File: src/rtl/ext_pkg.sv
package ext_pkg;

    localparam int ID_W      = 32;
    localparam int RSVD_W    = 64;
    localparam int HDR_BYTES = 8;
    localparam int REC_BYTES = 16;

    typedef struct packed {
        logic [ID_W-1:0]   start;
        logic [ID_W-1:0]   count;
        logic [RSVD_W-1:0] rsvd;
    } ext_rec_t;

    typedef enum logic [1:0] {
        ST_RUN   = 2'd0,
        ST_FLUSH = 2'd1,
        ST_SUM   = 2'd2
    } seq_state_e;

    // True when id follows prev with no gap; widened so the top value never wraps to zero.
    function automatic logic is_adjacent(input logic [ID_W-1:0] prev, input logic [ID_W-1:0] id);
        return {1'b0, id} == ({1'b0, prev} + {{ID_W{1'b0}}, 1'b1});
    endfunction

    function automatic logic [ID_W-1:0] resp_len(input logic [ID_W-1:0] n_ext);
        return ID_W'(HDR_BYTES) + n_ext * ID_W'(REC_BYTES);
    endfunction

endpackage

File: src/rtl/ext_run_track.sv
module ext_run_track
    import ext_pkg::*;
(
    input  logic            clk,
    input  logic            rst,
    input  logic            take,
    input  logic            close_all,
    input  logic [ID_W-1:0] id,
    output logic            run_open,
    output logic            run_gap,
    output ext_rec_t        run_rec
);

    logic [ID_W-1:0] start_q;
    logic [ID_W-1:0] len_q;
    logic [ID_W-1:0] prev_q;
    logic            open_q;

    assign run_open = open_q;
    assign run_gap  = open_q && !is_adjacent(prev_q, id);

    always_comb begin
        run_rec       = '0;
        run_rec.start = start_q;
        run_rec.count = len_q;
    end

    always_ff @(posedge clk) begin
        if (rst) begin
            open_q  <= 1'b0;
            start_q <= '0;
            len_q   <= '0;
            prev_q  <= '0;
        end else if (take) begin
            prev_q <= id;
            if (!open_q || run_gap) begin
                start_q <= id;
                len_q   <= {{(ID_W-1){1'b0}}, 1'b1};
                open_q  <= 1'b1;
            end else begin
                len_q <= len_q + 1'b1;
            end
        end else if (close_all) begin
            open_q <= 1'b0;
        end
    end

endmodule

File: src/rtl/ext_rec_slot.sv
module ext_rec_slot
    import ext_pkg::*;
(
    input  logic     clk,
    input  logic     rst,
    input  logic     load,
    input  ext_rec_t din,
    input  logic     rec_ready,
    output logic     rec_valid,
    output ext_rec_t dout,
    output logic     slot_free
);

    logic     valid_q;
    ext_rec_t data_q;

    assign rec_valid = valid_q;
    assign dout      = data_q;
    assign slot_free = !valid_q || rec_ready;

    always_ff @(posedge clk) begin
        if (rst) begin
            valid_q <= 1'b0;
            data_q  <= '0;
        end else if (load) begin
            valid_q <= 1'b1;
            data_q  <= din;
        end else if (rec_ready) begin
            valid_q <= 1'b0;
        end
    end

    AST_REC_HOLD: assert property (@(posedge clk) disable iff (rst)
        (valid_q && !rec_ready) |=> (valid_q && $stable(data_q))) else $error("held record changed");

    AST_REC_NONEMPTY: assert property (@(posedge clk) disable iff (rst)
        valid_q |-> (data_q.count != '0)) else $error("empty extent record");

endmodule

File: src/rtl/ext_seq_ctrl.sv
module ext_seq_ctrl
    import ext_pkg::*;
(
    input  logic            clk,
    input  logic            rst,
    input  logic            in_valid,
    input  logic            in_last,
    input  logic            in_nodata,
    input  logic            slot_free,
    input  logic            rec_valid,
    input  logic            run_open,
    input  logic            run_gap,
    output logic            in_ready,
    output logic            take,
    output logic            close_all,
    output logic            load,
    output logic            sum_valid,
    output logic [ID_W-1:0] sum_sections,
    output logic [ID_W-1:0] sum_extents,
    output logic [ID_W-1:0] sum_bytes
);

    seq_state_e      state_q;
    logic [ID_W-1:0] sect_q;
    logic [ID_W-1:0] ext_q;
    logic            accept;

    assign in_ready  = (state_q == ST_RUN) && slot_free;
    assign accept    = in_valid && in_ready;
    assign take      = accept && !in_nodata;
    assign close_all = (state_q == ST_FLUSH) && slot_free;
    assign load      = (take && run_gap) || (close_all && run_open);

    assign sum_valid    = (state_q == ST_SUM) && !rec_valid;
    assign sum_sections = sect_q;
    assign sum_extents  = ext_q;
    assign sum_bytes    = resp_len(ext_q);

    always_ff @(posedge clk) begin
        if (rst) begin
            state_q <= ST_RUN;
            sect_q  <= '0;
            ext_q   <= '0;
        end else begin
            if (take) sect_q <= sect_q + 1'b1;
            if (load) ext_q  <= ext_q + 1'b1;
            case (state_q)
                ST_RUN:   if (accept && in_last) state_q <= ST_FLUSH;
                ST_FLUSH: if (slot_free) state_q <= ST_SUM;
                ST_SUM: begin
                    if (!rec_valid) begin
                        state_q <= ST_RUN;
                        sect_q  <= '0;
                        ext_q   <= '0;
                    end
                end
                default:  state_q <= ST_RUN;
            endcase
        end
    end

    AST_STALL_ON_FULL: assert property (@(posedge clk) disable iff (rst)
        !slot_free |-> !in_ready) else $error("input open while output full");

    AST_LAST_BLOCKS: assert property (@(posedge clk) disable iff (rst)
        (in_valid && in_ready && in_last) |=> !in_ready) else $error("input open after last");

    AST_SUM_AFTER_RECS: assert property (@(posedge clk) disable iff (rst)
        sum_valid |-> !rec_valid) else $error("summary before final record");

    AST_SUM_PULSE: assert property (@(posedge clk) disable iff (rst)
        sum_valid |=> !sum_valid) else $error("summary longer than one cycle");

    AST_SECT_COVERS_EXT: assert property (@(posedge clk) disable iff (rst)
        sum_valid |-> (sum_sections >= sum_extents)) else $error("more extents than sections");

endmodule

File: src/rtl/sect_extent_merge.sv
module sect_extent_merge
    import ext_pkg::*;
(
    input  logic              clk,
    input  logic              rst,
    input  logic              in_valid,
    output logic              in_ready,
    input  logic [ID_W-1:0]   in_id,
    input  logic              in_last,
    input  logic              in_nodata,
    output logic              rec_valid,
    input  logic              rec_ready,
    output logic [ID_W-1:0]   rec_start,
    output logic [ID_W-1:0]   rec_count,
    output logic [RSVD_W-1:0] rec_rsvd,
    output logic              sum_valid,
    output logic [ID_W-1:0]   sum_sections,
    output logic [ID_W-1:0]   sum_extents,
    output logic [ID_W-1:0]   sum_bytes
);

    logic     take;
    logic     close_all;
    logic     load;
    logic     slot_free;
    logic     run_open;
    logic     run_gap;
    ext_rec_t run_rec;
    ext_rec_t out_rec;

    ext_run_track u_track (
        .clk       (clk),
        .rst       (rst),
        .take      (take),
        .close_all (close_all),
        .id        (in_id),
        .run_open  (run_open),
        .run_gap   (run_gap),
        .run_rec   (run_rec)
    );

    ext_rec_slot u_slot (
        .clk       (clk),
        .rst       (rst),
        .load      (load),
        .din       (run_rec),
        .rec_ready (rec_ready),
        .rec_valid (rec_valid),
        .dout      (out_rec),
        .slot_free (slot_free)
    );

    ext_seq_ctrl u_ctrl (
        .clk          (clk),
        .rst          (rst),
        .in_valid     (in_valid),
        .in_last      (in_last),
        .in_nodata    (in_nodata),
        .slot_free    (slot_free),
        .rec_valid    (rec_valid),
        .run_open     (run_open),
        .run_gap      (run_gap),
        .in_ready     (in_ready),
        .take         (take),
        .close_all    (close_all),
        .load         (load),
        .sum_valid    (sum_valid),
        .sum_sections (sum_sections),
        .sum_extents  (sum_extents),
        .sum_bytes    (sum_bytes)
    );

    assign rec_start = out_rec.start;
    assign rec_count = out_rec.count;
    assign rec_rsvd  = out_rec.rsvd;

endmodule

File: config.mk
export PLATFORM = sky130hd
export DESIGN_NAME = sect_extent_merge
export DESIGN_NICKNAME = d
export VERILOG_FILES = /design/src/rtl/ext_pkg.sv /design/src/rtl/ext_run_track.sv /design/src/rtl/ext_rec_slot.sv /design/src/rtl/ext_seq_ctrl.sv /design/src/rtl/sect_extent_merge.sv
export SDC_FILE = /design/constraint.sdc
export NUM_CORES = 1
export LEC_CHECK = 0
export BUFFER_PORTS_ARGS = -buffer_cell sky130_fd_sc_hd__buf_4
export CAP_MARGIN = 20
export CORE_MARGIN = 4
export CORE_UTILIZATION = 50
export CTS_BUF_LIST = sky130_fd_sc_hd__clkbuf_2
export DETAILED_ROUTE_END_ITERATION = 16
export PLACE_DENSITY = 0.71
export SLEW_MARGIN = 10
export SYNTH_ARGS = -nofsm -noshare
export SYNTH_HDL_FRONTEND = slang
export SYNTH_HIERARCHICAL = 1
export SYNTH_SLANG_ARGS = --single-unit
File: constraint.sdc
create_clock -name clk -period 9.25 [get_ports clk]
set_input_delay 0.925 -clock clk [delete_from_list [all_inputs] [get_ports clk]]
set_output_delay 0.925 -clock clk [all_outputs]
set_load 0.005 [all_outputs]
==> results.md <==
* Global Route Usage Sum at 20.00%
* Post-Syn Instances at 1521
* R2r worst-path depth at 12
* P_sw at roughly 0.00066 W
* First-iteration detailed-routing DRC count at 769
* Ys Warns at 6
* Port buffer count at 260
* Nets at 1789
* Max-slew violations at 0
* Inst Count DP at 2046
* Pwr dens at approximately 150 mW/mm^2
* Top cell family by delay on the critical path: compound AO/OA/AOI/OAI gates
* Clock Sink Count at roughly 290
* Drt first pass iters at 7
* Post-synth EDFFs at 0
* FILL cells at 2539
* Htree depth at 3
* Synth Area in Adders at 0.3506%
* Vias in the first global route at 10835
* Asr flop ratio synth at 0%
* Final worst slack at 4080 ps
* Slew headroom at 35.86%
* Total number of vias at 11382
* Place WS at 4209 ps
* Yosys reg bits at 292
* Cell area after synthesis at approximately 0.014 mm^2
* Cell at the slowest stage of the critical path: a21oi_4
* Final hold violations at 0
* Total grt overflow at 0
* Final Power at 0.002389 W
* Post-CTS setup buffers at 0
* Switch share at 27.61%
* Post-route ant nets at 0
* Max-cap violations at 0
* Compound-Gate Fraction of Synth Area at around 5.8%
* Row count at just over 60
* CP max stage delay at around 800 ps
* DR vias/cell at roughly 5.2
* Crit path DAT at 5830 ps
* Largest net degree at the start of global routing at 118
* DR WL/cell at 15.05 um
* Worst Path Max Fanout at 117
* Register area share after synthesis at 40.95%
* Crit path depth at 12
* Largest family of logic cells by synthesized area: simple AND/OR/NAND/NOR gates
* Post-cts gate resize count at 0
* Core ar. at 0.02801 mm^2
* Crit path buf inv count at 1
* Startpoint Class: flip-flop
* Simple-gate area share of the yosys netlist at between 20 and 25%
* Crit share post-route at between 50% and 60%
* Worst vdd ir at 0.00008364 V
* Prevailing post-synth register cell: dfxtp_1
* TNS Setup at 0 ps
* CTS Buf Count at between 70 and 80
* Die Footprint at 0.03132 mm^2
* Crit Path Class: reg -> reg
* Max Fclk at 0.1934 GHz
* Cell-internal power at 0.001730 W
* Gpl congestion at 0.8828
* RSZ-0062 raised after global routing: false
* Clk Latency, worst-skew pair at roughly 830 ps
* Hold_buf cts at 0
* Initial antenna violation count at 1
* Synth unique cells at 75
* WL final at 32790 um
* Clock Skew at 92.13 ps
* Initial Utilization at 50.97%
* Post-route DRC at 0
* Top cells by area, synth: dfxtp_1 (41%), mux2i_1 (15%), nor2_1 (5.3%), buf_4 (5.2%), nand2b_1 (3.0%)
* Synthesized area per cell at 9.386 um^2
* Clock-pin slew on the worst setup and hold paths at 110 ps
* Outcome: complete, no violations
* Share of Yosys cell area claimed by the top area cell type at 40.95%
* Min cycle time layout at 5170 ps
* XOR/XNOR Fraction of Synth Area at 4.847%
* CP Capture Type: flip-flop
* # setup viols final at 0
* Cell mode on critical path: a41oi_1
* Final Non-Filler Cells at 2179
* CTS tree: done
* Hold Path Stages at 3
* Synth-to-layout area growth at 14.84%
* CP Data Required Time at 9910 ps
* Chip height at 177.0 um
* Top Ports at around 270
* Die X at 177.0 um
* Class of the worst hold path: in -> reg
* Clk network pwr share at 37.4%
* Seq pwr share at 54.6%
* Clock Path Buffers at 3
* Share of cells above drive strength 1 at a little under a quarter
* Worst-path cell chain: nand4_2 -> or4_1 -> o311ai_0 -> a41oi_1 -> o22ai_1 -> nor3_2 -> a41oi_1 -> nand4bb_1 -> a21oi_4 -> buf_12 -> mux2i_1 -> nor2_1
* DP HPWL at ~22000 um
* Clk Tree Root Cell: clkbuf_2
* Multiplexer share of the synthesized area at 14.86%
* P_leak at 6.312 nW
* Worst Tran Pin Value at 959.5 ps
* Largest area contributor in the netlist: dfxtp_1
* Global-route wire length before repair at 52970 um
* Combinational group share of total power at 8.0%
-- through the flow --
| stage | hold slack, ps | area, um^2 | utilization [%] |
|---|---|---|---|
| floorplan | 448.3 | 14520 | - |
| global placement | 454.1 | 15690 | 56.01 |
| detailed placement | 463.5 | 15690 | 56.01 |
| CTS | 235.0 | 16390 | 58.51 |
| global route | 263.6 | 16390 | 58.53 |
| finish | 369.5 | 16390 | 58.53 |
-- layout by cell type, fill, tap and decap left out, types with 18 or more instances in the layout --
master      n
or3_1      31
a21oi_1    35
or4_1      26
nor4_1     25
nor3_2     30
conb_1     68
nand2_1    69
buf_4     265
o31ai_1    18
xor2_1     31
mux2i_1   212
inv_1      21
nand3_1    33
clkbuf_2  103
dfxtp_1   292
nor2_1    201
nand4_1    41
nand2b_1   69
xnor2_1    48
-- path summary, 6_finish.rpt --
check                          start                 end  slack, ps
hold / removal              in_id[4]   u_track/prev_q[4]        370
setup / recovery   u_track/prev_q[3]     u_slot/dout[52]       4080
hold reg to reg   u_track/start_q[6]  u_track/start_q[6]        480
setup reg to reg   u_track/prev_q[3]     u_slot/dout[52]       4080
-- registers in the layout, summed over array words and instances, names as in the netlist --
signal and cells:
u_ctrl/state_q 2, u_ctrl/sum_extents 32, u_ctrl/sum_sections 32, u_slot/dout 128, u_slot/rec_valid 1, u_track/len_q 32, u_track/prev_q 32, u_track/run_open 1
u_track/start_q 32
-- worst register-to-register path, stage by stage, from the launching register on --
cell and delay, ps:
dfxtp_1 480, nand4_2 350, or4_1 650, o311ai_0 300, a41oi_1 170, o22ai_1 180, nor3_2 130, a41oi_1 290
nand4bb_1 490, a21oi_4 780, buf_12 640, mux2i_1 500, nor2_1 60
-- synthesized netlist by cell type (all sizes together) (34+ instances only) --
library cell	count
a21oi	36
buf	134
clkbuf	51
dfxtp	292
mux2i	212
nand2	69
nand2b	69
nand3	34
nand4	42
nor2	202
nor3	40
xnor2	48
-- logic make-up after synthesis --
| kind of cell | count (synthesis) |
|---|---|
| AND/OR/NAND/NOR | 602 |
| XOR/XNOR | 79 |
| other | 3 |
| multiplexers | 212 |
| buffers and inverters | 206 |
| AO/OA/AOI/OAI | 123 |
| flip-flops | 292 |
| adder cells (fa/ha/maj) | 4 |
-- routing by layer --
layer	wire length [um]	share of wire, %	GRT usage, %	up-vias
met4	709	2.2	6.834	0
met2	15350	47	32.87	345
li1	-	-	-	5660
met1	14670	45	25.97	5310
met3	2061	6.3	4.657	67
met5	0	0	0	-
-- area by class of cell --
cell class | count | area, um^2 | share of cell area [%]
Multi-Input combinational cell | 1088 | 7268 | 44.33
Sequential cell | 292 | 5846 | 35.66
Timing Repair Buffer | 267 | 2023 | 12.34
Clock buffer | 103 | 515.5 | 3.144
Tap cell | 378 | 473.0 | 2.885
Clock inverter | 28 | 185.2 | 1.130
Inverter | 21 | 78.83 | 0.4808
Antenna cell | 2 | 5.005 | 0.03053
-- power groups by stage --
stage                     registers (W)  clock network (W)  logic [W]
after floorplan                 0.00133                  0   0.000166
after global placement          0.00133                  0   0.000188
after detailed placement        0.00133                  0   0.000191
after CTS                       0.00130           0.000939   0.000192
after global routing            0.00131           0.000999   0.000211
final                           0.00130           0.000894   0.000191
No activity file was read; power rests on OpenSTA's default activity.
